===== src/rtl/cfgid_pkg.sv =====
package cfgid_pkg;

  localparam logic [7:0] CLASS_NETWORK     = 8'h02;
  localparam logic [7:0] PROGIF_NONE       = 8'h00;
  localparam logic [7:0] SUBCLASS_FALLBACK = 8'h80;
  localparam logic [7:0] REVISION_FALLBACK = 8'h20;

  localparam logic [7:0] OFS_REVISION = 8'h08;
  localparam logic [7:0] OFS_PROGIF   = 8'h09;
  localparam logic [7:0] OFS_SUBCLASS = 8'h0A;
  localparam logic [7:0] OFS_CLASS    = 8'h0B;

  typedef enum logic [1:0] {
    LD_ARM     = 2'd0,
    LD_REQ     = 2'd1,
    LD_COLLECT = 2'd2,
    LD_DONE    = 2'd3
  } ld_state_t;

  // modular running sum used by the integrity check
  function automatic logic [7:0] sum8(input logic [7:0] acc, input logic [7:0] b);
    return acc + b;
  endfunction

  // identity byte lookup for one configuration offset
  function automatic logic [7:0] id_lookup(input logic [7:0] ofs,
                                           input logic [7:0] rev,
                                           input logic [7:0] sub);
    logic [7:0] r;
    case (ofs)
      OFS_REVISION: r = rev;
      OFS_PROGIF:   r = PROGIF_NONE;
      OFS_SUBCLASS: r = sub;
      OFS_CLASS:    r = CLASS_NETWORK;
      default:      r = 8'h00;
    endcase
    return r;
  endfunction

endpackage


===== src/rtl/cfgid_timeout.sv =====
module cfgid_timeout #(
  parameter int LIMIT = 1024
) (
  input  logic clk,
  input  logic rst_n,
  input  logic run,
  input  logic kick,
  output logic expired
);
  localparam int TW = $clog2(LIMIT + 1);
  localparam logic [TW-1:0] LAST = TW'(LIMIT - 1);

  logic [TW-1:0] idle_q;

  assign expired = run && !kick && (idle_q == LAST);

  always_ff @(posedge clk or negedge rst_n) begin
    if (!rst_n)             idle_q <= '0;
    else if (!run || kick)  idle_q <= '0;
    else if (!expired)      idle_q <= idle_q + 1'b1;
  end

  assert_expire_only_running_R9: assert property (@(posedge clk) disable iff (!rst_n)
    expired |-> run);

  assert_idle_bounded_R9: assert property (@(posedge clk) disable iff (!rst_n)
    idle_q <= LAST);

endmodule


===== src/rtl/cfgid_loader.sv =====
module cfgid_loader
  import cfgid_pkg::*;
#(
  parameter int DATA_BYTES = 2
) (
  input  logic                       clk,
  input  logic                       rst_n,
  input  logic                       ee_valid,
  input  logic [7:0]                 ee_word,
  input  logic                       ee_done,
  input  logic                       ee_error,
  input  logic                       timeout,
  output logic                       ee_start,
  output logic                       collecting,
  output logic                       busy,
  output logic                       finish,
  output logic                       pass,
  output logic [DATA_BYTES-1:0][7:0] shadow
);
  localparam int TOTAL = DATA_BYTES + 1;
  localparam int CW    = $clog2(TOTAL + 1);
  localparam logic [CW-1:0] TOTAL_C = CW'(TOTAL);

  ld_state_t   state_q, state_n;
  logic [CW-1:0] cnt_q, cnt_n;
  logic [7:0]  sum_q, sum_n;
  logic        overrun_q, overrun_n;
  logic        accept, extra;

  assign collecting = (state_q == LD_COLLECT);
  assign ee_start   = (state_q == LD_REQ);
  assign busy       = (state_q != LD_DONE);

  assign accept    = collecting && ee_valid && (cnt_q < TOTAL_C);
  assign extra     = collecting && ee_valid && (cnt_q == TOTAL_C);
  assign cnt_n     = accept ? cnt_q + 1'b1 : cnt_q;
  assign sum_n     = accept ? sum8(sum_q, ee_word) : sum_q;
  assign overrun_n = overrun_q || extra;

  assign finish = collecting && (ee_done || ee_error || timeout);
  assign pass   = finish && !ee_error && !timeout && !overrun_n
                  && (cnt_n == TOTAL_C) && (sum_n == 8'h00);

  always_comb begin
    state_n = state_q;
    case (state_q)
      LD_ARM:     state_n = LD_REQ;
      LD_REQ:     state_n = LD_COLLECT;
      LD_COLLECT: if (finish) state_n = LD_DONE;
      default:    state_n = LD_DONE;
    endcase
  end

  always_ff @(posedge clk or negedge rst_n) begin
    if (!rst_n) begin
      state_q   <= LD_ARM;
      cnt_q     <= '0;
      sum_q     <= '0;
      overrun_q <= 1'b0;
    end else begin
      state_q   <= state_n;
      cnt_q     <= cnt_n;
      sum_q     <= sum_n;
      overrun_q <= overrun_n;
    end
  end

  for (genvar i = 0; i < DATA_BYTES; i++) begin : g_slot
    logic [7:0] slot_q;
    always_ff @(posedge clk or negedge rst_n) begin
      if (!rst_n)                              slot_q <= '0;
      else if (accept && cnt_q == CW'(i))      slot_q <= ee_word;
    end
    assign shadow[i] = slot_q;
  end

  assert_start_pulse_R4: assert property (@(posedge clk) disable iff (!rst_n)
    ee_start |=> !ee_start && busy);

  assert_cnt_bound_R10: assert property (@(posedge clk) disable iff (!rst_n)
    cnt_q <= TOTAL_C);

  assert_error_fails_R8: assert property (@(posedge clk) disable iff (!rst_n)
    (collecting && ee_error) |-> (finish && !pass));

  assert_overrun_fails_R10: assert property (@(posedge clk) disable iff (!rst_n)
    (finish && overrun_q) |-> !pass);

endmodule


===== src/rtl/cfgid_readmux.sv =====
module cfgid_readmux
  import cfgid_pkg::*;
(
  input  logic [7:0] rd_addr,
  input  logic [7:0] rev,
  input  logic [7:0] sub,
  output logic [7:0] rd_data
);
  assign rd_data = id_lookup(rd_addr, rev, sub);
endmodule


===== src/rtl/cfgid_regs.sv =====
module cfgid_regs
  import cfgid_pkg::*;
#(
  parameter int TIMEOUT_CYCLES = 1024,
  parameter int DATA_BYTES     = 2
) (
  input  logic       clk,
  input  logic       rst_n,
  output logic       ee_start,
  input  logic       ee_valid,
  input  logic [7:0] ee_word,
  input  logic       ee_done,
  input  logic       ee_error,
  input  logic [7:0] rd_addr,
  output logic [7:0] rd_data,
  output logic       busy
);
  localparam int REV_SLOT = 0;
  localparam int SUB_SLOT = 1;

  logic                       collecting, finish, pass, timeout;
  logic [DATA_BYTES-1:0][7:0] shadow;
  logic [7:0]                 rev_q, sub_q;

  cfgid_timeout #(.LIMIT(TIMEOUT_CYCLES)) i_timeout (
    .clk     (clk),
    .rst_n   (rst_n),
    .run     (collecting),
    .kick    (ee_valid),
    .expired (timeout)
  );

  cfgid_loader #(.DATA_BYTES(DATA_BYTES)) i_loader (
    .clk        (clk),
    .rst_n      (rst_n),
    .ee_valid   (ee_valid),
    .ee_word    (ee_word),
    .ee_done    (ee_done),
    .ee_error   (ee_error),
    .timeout    (timeout),
    .ee_start   (ee_start),
    .collecting (collecting),
    .busy       (busy),
    .finish     (finish),
    .pass       (pass),
    .shadow     (shadow)
  );

  always_ff @(posedge clk or negedge rst_n) begin
    if (!rst_n) begin
      rev_q <= REVISION_FALLBACK;
      sub_q <= SUBCLASS_FALLBACK;
    end else if (finish) begin
      rev_q <= pass ? shadow[REV_SLOT] : REVISION_FALLBACK;
      sub_q <= pass ? shadow[SUB_SLOT] : SUBCLASS_FALLBACK;
    end
  end

  cfgid_readmux i_readmux (
    .rd_addr (rd_addr),
    .rev     (rev_q),
    .sub     (sub_q),
    .rd_data (rd_data)
  );

  assert_class_fixed_R1: assert property (@(posedge clk) disable iff (!rst_n)
    (rd_addr == OFS_CLASS) |-> (rd_data == CLASS_NETWORK));

  assert_progif_fixed_R2: assert property (@(posedge clk) disable iff (!rst_n)
    (rd_addr == OFS_PROGIF) |-> (rd_data == PROGIF_NONE));

  assert_busy_hold_R4: assert property (@(posedge clk) disable iff (!rst_n)
    (busy && !finish) |=> busy);

  assert_fallback_while_busy_R5: assert property (@(posedge clk) disable iff (!rst_n)
    busy |-> (rev_q == REVISION_FALLBACK && sub_q == SUBCLASS_FALLBACK));

  assert_frozen_after_load_R11: assert property (@(posedge clk) disable iff (!rst_n)
    !busy |=> (!busy && $stable(rev_q) && $stable(sub_q)));

endmodule


===== config.mk =====
export PLATFORM = sky130hd
export DESIGN_NAME = cfgid_regs
export DESIGN_NICKNAME = d
export VERILOG_FILES = /design/src/rtl/cfgid_pkg.sv /design/src/rtl/cfgid_timeout.sv /design/src/rtl/cfgid_loader.sv /design/src/rtl/cfgid_readmux.sv /design/src/rtl/cfgid_regs.sv
export SDC_FILE = /design/constraint.sdc
export NUM_CORES = 1
export LEC_CHECK = 0
export BUFFER_PORTS_ARGS = -buffer_cell sky130_fd_sc_hd__buf_2
export CORE_AREA = 2 2 91 93
export CTS_BUF_LIST = sky130_fd_sc_hd__clkbuf_8 sky130_fd_sc_hd__clkbuf_16
export CTS_CLUSTER_DIAMETER = 80
export DETAILED_ROUTE_END_ITERATION = 8
export DIE_AREA = 0 0 93 95
export PLACE_DENSITY = 0.61
export SLEW_MARGIN = 20
export SYNTH_ARGS = -nofsm -noshare
export SYNTH_HDL_FRONTEND = slang
export SYNTH_SLANG_ARGS = --single-unit

===== constraint.sdc =====
create_clock -name clk -period 2.7 [get_ports clk]
set_input_delay 0.81 -clock clk [delete_from_list [all_inputs] [get_ports clk]]
set_output_delay 0.81 -clock clk [all_outputs]
set_load 0.01 [all_outputs]

### Word-level counts from Yosys, hierarchy flattened

Index checks and enable logic that the tools add are counted.

| storage, ports and cells | value |
|---|---|
| register bits after elaboration | 56 |
| input port bits | 21 |
| output and inout bits | 10 |
| logic and storage cells | 59 |

| operators by class | value |
|---|---|
| $add $sub $neg | 3 |
| magnitude comparators | 1 |
| equality and inequality tests | 12 |
| multiplexer cells | 9 |
| reductions and logical operators | 25 |

Operator list:

| kind | count |
|---|---|
| $eq 8x4->1 const B | 3 |
| $mux 8 | 3 |
| $pmux 8 s3 | 1 |
| $mux 11 | 2 |
| $logic_and 1x1->1 | 13 |
| $add 11x1->11 const B | 1 |
| $eq 11x10->1 const B | 1 |
| $add 8x8->8 | 1 |
| $logic_not 8->1 | 1 |
| $eq 2x2->1 const B | 3 |
| $ne 2x2->1 const B | 3 |
| $pmux 2 s3 | 1 |
| $logic_not 1->1 | 5 |
| $eq 2x1->1 const B | 2 |
| $logic_not 2->1 | 2 |
| $logic_or 1x1->1 | 4 |
| $mux 2 | 2 |
| $add 2x1->2 const B | 1 |
| $lt 2x2->1 const B | 1 |

### Logic depth before layout (Yosys ltp)

| logic depth | value |
|---|---|
| word-level depth | 11 |
| mapped depth | 11 |
| depth with buffers taken out | 9 |

### Hierarchy

Synthesis repeated with hierarchy kept, for this count alone.

| second synthesis, totals | value |
|---|---|
| cells, all modules | 294 |
| area total of the unflattened synthesis | 3091.7 um2 |

Modules (own cells, without submodules):

| module | instances | cells an instance | area each (um2) |
|---|---|---|---|
| cfgid_loader | 1 | 138 | 1587.8 |
| cfgid_regs | 1 | 68 | 690.7 |
| cfgid_timeout | 1 | 65 | 578.1 |
| cfgid_readmux | 1 | 23 | 235.2 |

### Worst setup path before layout

Ideal clock, no wire load.

| path | value |
|---|---|
| kind | input to output |
| start point | input rd_addr[5] |
| end point | output rd_data[0] |
| arrival time | 1.963 ns |
| required time | 1.890 ns |
| setup slack | -0.073 ns |
| cell stages on the path | 4 |
| cells stage by stage | nor4_1 nand3b_1 nor3b_1 a22o_1 |

| on the way | value |
|---|---|
| word-level cells in the longest chain between the ends | 2 |
| elaborated cells on any way between the ends | 4 |
| those cells by class | eq/ne: 3; mux: 1 |

RTL lines:

| what | RTL line | RTL |
|---|---|---|
| start, declared | cfgid_regs.sv:14 | `input logic [7:0] rd_addr,` |
| $eq 8x4->1 | cfgid_pkg.sv:30 | `case (ofs)` |
| $pmux 8 s3 * | cfgid_pkg.sv:30 |  |
| end, declared | cfgid_regs.sv:15 | `output logic [7:0] rd_data,` |

Every way passes the cells marked *; elsewhere a longest branch is shown, timed or not.

### Worst setup path after layout

| path | value |
|---|---|
| start point | input rd_addr[6] |
| end point | output rd_data[0] |

Same word-level chain as after synthesis.

==> impl_metrics.tcl <==
set metrics [dict create \
    layout_min_cycle_time_ns 2.758 \
    async_flop_share 1.000 \
    post_synth_fa_ha_maj_area_fraction 0.05194 \
    whs_ns 0.4660 \
    p_total_mw 1.486 \
    synth_top_family_by_area "simple AND/OR/NAND/NOR gates" \
    synth_edf_count 0 \
    initial_core_util 0.3829 \
    max_stage_delay_ns 0.25 \
    avgViaCountPerCell 5.155 \
    dp_hpwl_um 4762 \
    max_cap_violations 0 \
    tritoncts "yes" \
    grt_pass1_wl_um 11240 \
    numCtsBuffers 5 \
    cts_hold_buf 0 \
    slowest_stage "nor4_4" \
    fmax_ghz 0.3626 \
    outcome "finished, violations left" \
    path_cells "buf_6, nor4_4, nand3b_1, nor3b_2, buf_4, a22o_1, buf_2" \
    antenna_cells 0 \
    worstPathArrival_ns 1.95 \
    fin_ws_ns -0.05793 \
    drc 0 \
    relSlewSlack 0.5248 \
    first_iter_violations 86 \
    track_usage 0.1584 \
    die_area_um2 8835 \
    cts_max_path_buffers 2 \
    clock_skew_ns 0.009473 \
    antenna_found_initial 0 \
    grt_setup_unrepaired "yes" \
    endpoint_kind "output port" \
    multi_input_area_um2 1563 \
    port_buffers 30 \
    finalSetupViolations 7 \
    cp.required_ns 1.89 \
    dpl-instance-area_um2 3511 \
    fin_area_um2 3654 \
    finalMaxSlewViolations 0 \
    core_um2 7928 \
    synth.area.mux_share 0.05853 \
    powerDensity_nw_per_um2 406.8 \
    nFillCells 770 \
    yosysWarningCount 0 \
    utilization 0.4609 \
    die_h_um 95 \
    final.period_utilization 1.021 \
    seq_area_frac_synth 0.4625 \
    grt_max_degree 57 \
    path_max_fanout 7 \
    overflow 0 \
    avgSynthCellArea_um2 10.50 \
    regArea_um2 1404 \
    num_io_pins 31 \
    violations "negative setup slack" \
    clkSinkCount 56 \
    vias 2330 \
    gp_congestion 0.8162 \
    rows 33 \
    synth_compound_area_frac 0.1612 \
    ctsHtreeMaxLevel 2 \
    dieWidth_um 93 \
    ir_worst_vdd_mv 0.2062 \
    layout_common_cells "dfrtp_1, nand2_1, buf_2" \
    synth_cell_type_count 58 \
    start_kind "primary input" \
    yosys_most_used_dff "dfrtp_1" \
    leakage_nw 1.640 \
    timing_hold_violations_final 0 \
    syn_inst 289 \
    area_delta_synth_final_pct 20.36 \
    tightest_slew_ns 0.7128 \
    synth_area_um2 3035 \
    synth_nets 322 \
    ys_ff_latch 56 \
    wire_per_inst_um 14.20 \
    ant_nets 0 \
    firstDrtPassIters 4 \
    clock_latency_ns 0.31 \
    criticalPathCategory "primary input to output port" \
    synthXorXnorAreaFrac 0.01731 \
    grt_pass1_vias 2382 \
    synthSimpleGateAreaFrac 0.2176 \
    routed_wl_um 6420 \
    clk_pin_slew_ns 0.09 \
    layout_commonest_cell "dfrtp_1" \
    fin_nets 379 \
    hold_class "flip-flop to flip-flop" \
    clockRootBuffer "clkbuf_8" \
    drive_gt1_frac 0.3055 \
]
==> critical path, delay by kind of cell <==
| family | cells | cell delay, ns |
|---|---|---|
| and+or+nand+nor | 3 | 0.61 |
| buffers and inverters | 3 | 0.38 |
| AOI/OAI and AO/OA | 1 | 0.14 |
==> power breakdown <==
| part | total (mW) | switching, mW | internal (mW) |
|---|---|---|---|
| logic | 0.0883 | 0.0502 | 0.0381 |
| registers | 0.847 | 0.00238 | 0.845 |
| clock network | 0.551 | 0.279 | 0.272 |
| total | 1.49 | 0.331 | 1.16 |
==> what timing repair did <==
| item | in CTS | in global routing |
|---|---|---|
| resized for setup | 4 | 1 |
| pin swaps | 7 | 7 |
| setup endpoints to repair | 7 | 15 |
| buffers inserted | 0 | 1 |
==> routing by layer <==
layer	vias to the layer above	global-route usage	part of all wire
met5	-	0	0
met4	0	0.03676	0.011
met3	5	0.02713	0.043
met2	46	0.2651	0.45
met1	1090	0.2160	0.49
li1	1189	-	-
==> logic make-up (layout without fill, tap and decap cells) <==
kind of cell,after synthesis,count (layout)
XOR/XNOR,6,6
buffers and inverters,16,74
AND/OR/NAND/NOR,117,117
adder cells (fa/ha/maj),12,12
flip-flops,56,56
multiplexers,16,16
AO/OA/AOI/OAI,66,66
==> final cells by class <==
type                    instances  area share
multi-input cells             217      0.4277
flip-flops and latches         56      0.3842
repair buffers                 60      0.1164
well taps                     105     0.03596
clock buffers                   5     0.01884
clock inverters                 3     0.01062
inverters                       6    0.006164
==> state kept, by name, summed over array words and instances (netlist names) <==
signal,flops
i_loader.overrun_q,1
sub_q,8
rev_q,8
i_loader.state_q,2
i_loader.cnt_q,2
i_loader.g_slot.slot_q,16
i_timeout.idle_q,11
i_loader.sum_q,8
==> worst paths after layout <==
| check | slack (ns) | startpoint | cells past startpoint | endpoint |
|---|---|---|---|---|
| min | 0.47 | i_loader.overrun_q | 1 | i_loader.overrun_q |
| min reg2reg | 0.47 | i_loader.overrun_q | 1 | i_loader.overrun_q |
| max | -0.06 | rd_addr[6] | 7 | rd_data[0] |
| max reg2reg | 0.29 | i_loader.cnt_q[0] | 8 | sub_q[3] |
| max in group asynchronous | 1.60 | rst_n | 2 | i_loader.g_slot[0].slot_q[6] |
| min in group asynchronous | 0.61 | rst_n | 2 | i_loader.sum_q[3] |
==> cells in the mapped netlist (3+ instances only) <==
cell / number / area [um2]
nor2_1: 13 / 48.80
buf_2: 3 / 15.01
buf_6: 3 / 33.78
inv_1: 6 / 22.52
nand3_1: 8 / 40.04
nand4b_1: 4 / 35.03
o211ai_1: 3 / 22.52
a21oi_1: 9 / 45.04
o21a_1: 3 / 22.52
nand2_1: 39 / 146.4
xor2_1: 3 / 26.28
ha_1: 11 / 137.6
a22o_1: 7 / 61.31
o21ai_0: 17 / 85.08
o21ai_2: 11 / 96.34
nor3_1: 5 / 25.02
or3_1: 4 / 25.02
nor2b_1: 4 / 25.02
dfrtp_1: 54 / 1351
nand4_1: 18 / 112.6
xnor2_1: 3 / 26.28
mux2_2: 14 / 157.7
nand2b_1: 3 / 18.77
==> metrics by stage <==
stage / setup WS [ns] / TNS [ns] / cells
4_1_cts: -0.09058 / -0.5206 / 451
6_report: -0.05793 / -0.2915 / 452
3_5_place_dp: -0.2512 / -4.118 / 443
3_3_place_gp: -0.1831 / -2.863 / 443
2_1_floorplan: 0.01282 / 0 / 289
5_1_grt: -0.1382 / -0.8417 / 452
(Power assumes the default switching activity.)
